--- src/rtl/pmu_pkg.sv ---
package pmu_pkg;

    localparam int ADDR_W       = 12;
    localparam int DATA_W       = 64;
    localparam int EVSEL_W      = 8;
    localparam int FILT_W       = 32;

    localparam int CTL_EN_BIT   = 22;
    localparam int BOX_FRZEN    = 16;
    localparam int BOX_RSV      = 17;
    localparam int BOX_FRZ      = 8;
    localparam int BOX_CLRCTR   = 1;
    localparam int BOX_CLRCTL   = 0;

    localparam logic [ADDR_W-1:0] BOX_ADDR  = 12'hC24;
    localparam logic [ADDR_W-1:0] CTL_BASE  = 12'hC30;
    localparam logic [ADDR_W-1:0] FILT_ADDR = 12'hC34;
    localparam logic [ADDR_W-1:0] CTR_BASE  = 12'hC36;
    localparam logic [ADDR_W-1:0] FIX_BASE  = 12'h3FC;

    typedef struct packed {
        logic               en;
        logic [EVSEL_W-1:0] sel;
    } ctl_t;

    typedef struct packed {
        logic valid;
        logic frz_en;
        logic frz;
        logic clr_ctrs;
        logic clr_ctls;
    } box_cmd_t;

    function automatic box_cmd_t decode_box(input logic hit, input logic [DATA_W-1:0] d);
        box_cmd_t c;
        c.valid    = hit && !d[BOX_RSV];
        c.frz_en   = d[BOX_FRZEN];
        c.frz      = d[BOX_FRZ];
        c.clr_ctrs = c.valid && d[BOX_CLRCTR];
        c.clr_ctls = c.valid && d[BOX_CLRCTL];
        return c;
    endfunction

    function automatic ctl_t word_to_ctl(input logic [DATA_W-1:0] d);
        ctl_t c;
        c.en  = d[CTL_EN_BIT];
        c.sel = d[EVSEL_W-1:0];
        return c;
    endfunction

    function automatic logic [DATA_W-1:0] ctl_to_word(input ctl_t c);
        logic [DATA_W-1:0] w;
        w                = '0;
        w[CTL_EN_BIT]    = c.en;
        w[EVSEL_W-1:0]   = c.sel;
        return w;
    endfunction

endpackage

--- src/rtl/pmu_gen_ctr.sv ---
module pmu_gen_ctr #(
    parameter int W = 64
) (
    input  logic         clk,
    input  logic         rst,
    input  logic         clr,
    input  logic         ld,
    input  logic [W-1:0] ld_val,
    input  logic         inc,
    output logic [W-1:0] q
);
    always_ff @(posedge clk) begin
        if (rst || clr)  q <= '0;
        else if (ld)     q <= ld_val;
        else if (inc)    q <= q + W'(1);
    end
endmodule

--- src/rtl/pmu_ctl_bank.sv ---
module pmu_ctl_bank
    import pmu_pkg::*;
#(
    parameter int NUM_CTR = 4
) (
    input  logic                    clk,
    input  logic                    rst,
    input  logic                    clr,
    input  logic [NUM_CTR-1:0]      wr_sel,
    input  logic [DATA_W-1:0]       wr_data,
    output ctl_t [NUM_CTR-1:0]      ctl_q
);
    for (genvar g = 0; g < NUM_CTR; g++) begin : g_ctl
        always_ff @(posedge clk) begin
            if (rst || clr)     ctl_q[g] <= '0;
            else if (wr_sel[g]) ctl_q[g] <= word_to_ctl(wr_data);
        end
    end
endmodule

--- src/rtl/perf_mon_box.sv ---
module perf_mon_box
    import pmu_pkg::*;
#(
    parameter int NUM_CTR = 4,
    parameter int CTR_W   = 64,
    parameter int NUM_EVT = 8,
    parameter int NUM_FIX = 2,
    parameter int FIX_W   = 64
) (
    input  logic                 clk,
    input  logic                 rst,
    input  logic                 wr_en,
    input  logic [ADDR_W-1:0]    addr,
    input  logic [DATA_W-1:0]    wr_data,
    output logic [DATA_W-1:0]    rd_data,
    input  logic [NUM_EVT-1:0]   events,
    input  logic                 freeze_in,
    input  logic [NUM_FIX-1:0]   resid_in
);
    localparam int IDX_W = (NUM_EVT > 1) ? $clog2(NUM_EVT) : 1;
    localparam logic [EVSEL_W:0] NUM_EVT_L = (EVSEL_W+1)'(NUM_EVT);

    box_cmd_t                         cmd;
    logic                             frz_en_q, frz_q, frozen;
    logic [FILT_W-1:0]                filt_q;
    logic [NUM_CTR-1:0]               ctl_wr, ctr_ld, ctr_inc;
    ctl_t [NUM_CTR-1:0]               ctl_q;
    logic [NUM_CTR-1:0][CTR_W-1:0]    ctr_q;
    logic [NUM_FIX-1:0][FIX_W-1:0]    fix_q;
    logic                             unused_wdata;

    assign unused_wdata = ^wr_data;

    // box command decode and stored freeze state
    assign cmd = decode_box(wr_en && (addr == BOX_ADDR), wr_data);

    always_ff @(posedge clk) begin
        if (rst) begin
            frz_en_q <= 1'b0;
            frz_q    <= 1'b0;
        end else if (cmd.valid) begin
            frz_en_q <= cmd.frz_en;
            frz_q    <= cmd.frz;
        end
    end

    assign frozen = frz_en_q && (freeze_in || frz_q);

    always_ff @(posedge clk) begin
        if (rst)                                 filt_q <= '0;
        else if (wr_en && (addr == FILT_ADDR))   filt_q <= wr_data[FILT_W-1:0];
    end

    pmu_ctl_bank #(.NUM_CTR(NUM_CTR)) u_ctl (
        .clk     (clk),
        .rst     (rst),
        .clr     (cmd.clr_ctls),
        .wr_sel  (ctl_wr),
        .wr_data (wr_data),
        .ctl_q   (ctl_q)
    );

    // generic counters
    for (genvar g = 0; g < NUM_CTR; g++) begin : g_ctr
        logic in_range, hit;
        assign ctl_wr[g]  = wr_en && (addr == CTL_BASE + ADDR_W'(g));
        assign ctr_ld[g]  = wr_en && (addr == CTR_BASE + ADDR_W'(g));
        assign in_range   = {1'b0, ctl_q[g].sel} < NUM_EVT_L;
        assign hit        = in_range && events[ctl_q[g].sel[IDX_W-1:0]];
        assign ctr_inc[g] = ctl_q[g].en && hit && !frozen;

        pmu_gen_ctr #(.W(CTR_W)) u_ctr (
            .clk    (clk),
            .rst    (rst),
            .clr    (cmd.clr_ctrs),
            .ld     (ctr_ld[g]),
            .ld_val (wr_data[CTR_W-1:0]),
            .inc    (ctr_inc[g]),
            .q      (ctr_q[g])
        );
    end

    // fixed residency counters: outside freeze and clear
    for (genvar f = 0; f < NUM_FIX; f++) begin : g_fix
        pmu_gen_ctr #(.W(FIX_W)) u_fix (
            .clk    (clk),
            .rst    (rst),
            .clr    (1'b0),
            .ld     (1'b0),
            .ld_val ('0),
            .inc    (resid_in[f]),
            .q      (fix_q[f])
        );
    end

    // read mux
    always_comb begin
        rd_data = '0;
        if (addr == FILT_ADDR) rd_data = DATA_W'(filt_q);
        for (int i = 0; i < NUM_CTR; i++) begin
            if (addr == CTL_BASE + ADDR_W'(i)) rd_data = ctl_to_word(ctl_q[i]);
            if (addr == CTR_BASE + ADDR_W'(i)) rd_data = DATA_W'(ctr_q[i]);
        end
        for (int i = 0; i < NUM_FIX; i++) begin
            if (addr == FIX_BASE + ADDR_W'(i)) rd_data = DATA_W'(fix_q[i]);
        end
    end

endmodule

--- config.mk ---
export PLATFORM = sky130hd
export DESIGN_NAME = perf_mon_box
export DESIGN_NICKNAME = d
export VERILOG_FILES = /design/src/rtl/pmu_pkg.sv /design/src/rtl/pmu_gen_ctr.sv /design/src/rtl/pmu_ctl_bank.sv /design/src/rtl/perf_mon_box.sv
export SDC_FILE = /design/constraint.sdc
export NUM_CORES = 1
export LEC_CHECK = 0
export BUFFER_PORTS_ARGS = -buffer_cell sky130_fd_sc_hd__buf_2
export CORE_MARGIN = 2
export CORE_UTILIZATION = 40
export CTS_CLUSTER_SIZE = 40
export DETAILED_ROUTE_END_ITERATION = 16
export MAX_ROUTING_LAYER = met4
export PLACE_DENSITY = 0.68
export SYNTH_ARGS = -nofsm -noshare
export SYNTH_HDL_FRONTEND = slang
export SYNTH_SLANG_ARGS = --single-unit
--- constraint.sdc ---
create_clock -name clk -period 8.4 [get_ports clk]
set_clock_uncertainty 0.15 [all_clocks]
set_input_delay 1.68 -clock clk [delete_from_list [all_inputs] [get_ports clk]]
set_output_delay 1.68 -clock clk [all_outputs]
set_load 0.005 [all_outputs]
==> out/qor.csv <==
metric,value,unit
I/O Pins,154,
Crit path max-delay family,simple AND/OR/NAND/NOR gates,
layout cells sized above 1,0.104,
crit-path max cell delay,0.97,ns
cts repair resizes,0,
largest net degree at the start of global routing,125,
wire per inst,23.2,µm
hold path cells,2,
Die ar.,67000,µm²
root buffer cell,clkbuf_16,
CP required,6.57,ns
critical path class,input pin to primary output,
clock-pin slew on the worst setup and hold paths,0.06,ns
R2R cell count,6,
initial drt markers,3385,
"commonest cells after routing, fill and taps aside","dfxtp_1, a21oi_1, nand2_1, o21ai_0, nor2_1",
final hold vios,0,
worst-skew pair later-pin latency,0.63,ns
final worst-path cycle share,0.797,
Critical R2R Launch,u_ctl.ctl_q[16],
LEAKAGE,9.12,nW
number of synthesized flops with an enable pin,0,
die height,259,µm
port bufs,153,
GRT Util Overall,0.296,
min-delay src,filt_q[5],
crit-path cells,buf_2 > and4bb_1 > and3_2 > a222oi_1 > a21oi_1 > a21o_1 > buf_2,
xor-xnor portion of the synthesized cell area,0.118,
CP Max Fanout,43,
Unique masters post-synth,75,
worst min-delay path class,flip-flop to flip-flop,
Filler Cell Count,6413,
Final Max Slew Viols,0,
Placeable Area,64300,µm²
Final ANT Viol Nets,0,
drt drc,0,
vias in the first global route,23800,
Simple-Gate Fraction of Synth Area,0.267,
largest family of logic cells by synthesized area,simple AND/OR/NAND/NOR gates,
net total in the final layout,3491,
H-tree depth,2,
Synth Cell Area,26000,µm²
Setup Total Neg Slack,0,ns
final number of setup-violating endpoints,0,
vias per cell,6.20,
minimum clock period,6.69,ns
FP Rows,93,
postcts setup bufs,0,
Yosys warning count,0,
RSZ-0062 raised after global routing,false,
CP dominant cell by count,buf_2,
number of synthesized register bits,454,
multiplexer share of the synthesized area,0.0176,
"FFs w/ async S/R, synth",0,
vias,26700,
Hold Path End,filt_q[5],
"Data arrival, critical path",4.86,ns
final std cells w/o fill,4301,
max-cap viol count,0,
CTS tree,done,
TritonRoute pass-1 iters,10,
cts-stage hold buffer count,0,
Initial Utilization,0.404,
TritonCTS buffer count,52,
total global routing overflow,0,
"most common cell after layout, fill and taps aside",dfxtp_1,
Synth Net Count,3470,
Main synth FF type,dfxtp_1,
Placer Congestion,0.983,
Startpoint Class,input pin,
Routed WL,99800,µm
global-route wire length before repair,150000,µm
Mapped Avg Cell Area,7.70,µm²
slew margin rel.,0.130,
Synth Area in Compound Gates,0.199,
status,finished clean,
reg-to-reg setup timing slack,4.50,ns
Slew @ Worst Pin,1.30,ns
CP endpoint kind,primary output,
"Seq/Total Area, Yosys",0.350,
area grow syn2layout,12.2,%
DP Cell Count,4196,
power per cell area,162,nW/µm²
Die Wd,259,µm
WP buf/inv,2,
f_max,149,MHz
DP Wirelength,72700,µm
fin util,0.453,
Total Power,4.71,mW
Longest Clk Path Bufs,3,
antenna violations before repair,10,
synthesized-area fraction occupied by adder cells,0.00289,
clock sink count,454,
Worst path slowest cell,and3_2,
VDD IR max,0.153,mV
FF-to-FF End,g_ctr[1].u_ctr.q[63],
post-synthesis instance total,3374,
metrics by stage:
stage	hold slack, ns	area (µm²)	setup WS (ns)
after detailed placement	0.296	27400	1.85
after CTS	0.304	29100	1.84
after global routing	0.322	29200	1.61
after global placement	0.289	27400	1.82
after floorplan	0.279	26000	2.95
final	0.302	29200	1.71
kinds of logic after synthesis:
family	Yosys count
simple gates	1325
fa+ha+maj	6
mux	40
buf+inv	305
xor+xnor	350
compound gates	894
flops	454
synth_stat cells, types with 17 or more instances:
| cell | number | area share |
|---|---|---|
| xnor2_1 | 211 | 0.071 |
| nor3_1 | 91 | 0.018 |
| a22o_1 | 17 | 0.0057 |
| nand3_1 | 152 | 0.029 |
| a222oi_1 | 39 | 0.015 |
| and3_1 | 57 | 0.014 |
| and4_1 | 43 | 0.014 |
| and2_1 | 19 | 0.0046 |
| nand4_1 | 141 | 0.034 |
| a31oi_1 | 26 | 0.0063 |
| dfxtp_1 | 454 | 0.35 |
| nor4_1 | 100 | 0.024 |
| mux2i_1 | 30 | 0.012 |
| or3_1 | 30 | 0.0072 |
| nand2_1 | 332 | 0.048 |
| o21ai_0 | 311 | 0.060 |
| a21oi_1 | 356 | 0.069 |
| xor2_1 | 139 | 0.047 |
| inv_1 | 65 | 0.0094 |
| nor2_1 | 256 | 0.037 |
| clkbuf_1 | 208 | 0.030 |
| a22oi_1 | 45 | 0.013 |
| o22ai_1 | 22 | 0.0053 |
final cells by class:
class | instances | area (µm²) | area share
Antenna cell | 9 | 22.5 | 0.000772
Clock buffer | 73 | 1450 | 0.0498
Inverter | 66 | 248 | 0.00850
Timing Repair Buffer | 206 | 1190 | 0.0410
Tap cell | 855 | 1070 | 0.0367
Multi-Input combinational cell | 2615 | 15800 | 0.542
Clock inverter | 23 | 280 | 0.00961
Sequential cell | 454 | 9090 | 0.312
metal layers:
layer / share of wire / GRT usage / vias to the layer above
li1: - / - / 12400
met1: 0.42 / 0.412 / 12500
met2: 0.42 / 0.428 / 1544
met3: 0.11 / 0.0519 / 250
met4: 0.043 / 0.110 / 0
met5: 0 / - / -
how the worst max path moves through the flow:
| stage | from | to | slack (ns) | cells after the start |
|---|---|---|---|---|
| final | addr[2] | rd_data[8] | 1.71 | 7 |
| after global routing | addr[2] | rd_data[8] | 1.61 | 7 |
| after CTS | addr[2] | rd_data[8] | 1.84 | 7 |
| after detailed placement | addr[2] | rd_data[8] | 1.85 | 7 |
| after global placement | addr[2] | rd_data[8] | 1.82 | 7 |
| after floorplan | addr[3] | rd_data[14] | 2.95 | 9 |
tightest hold or removal path: stages (launching register included):
cell and delay, ns:
dfxtp_1 0.31, nand2_1 0.05, a21oi_1 0.05
report_power, final:
| group | internal, mW | switching, mW |
|---|---|---|
| logic | 0.0452 | 0.137 |
| clock network | 1.39 | 0.982 |
| registers | 2.16 | 0.00529 |
| total | 3.59 | 1.12 |
state kept, by name, summed over array words and instances, names as in the netlist:
register / cells
g_ctr.u_ctr.q: 256
g_fix.u_fix.q: 128
u_ctl.ctl_q: 36
filt_q: 32
frz_en_q: 1
frz_q: 1
Note: power is estimated with default switching activity, not from simulation.
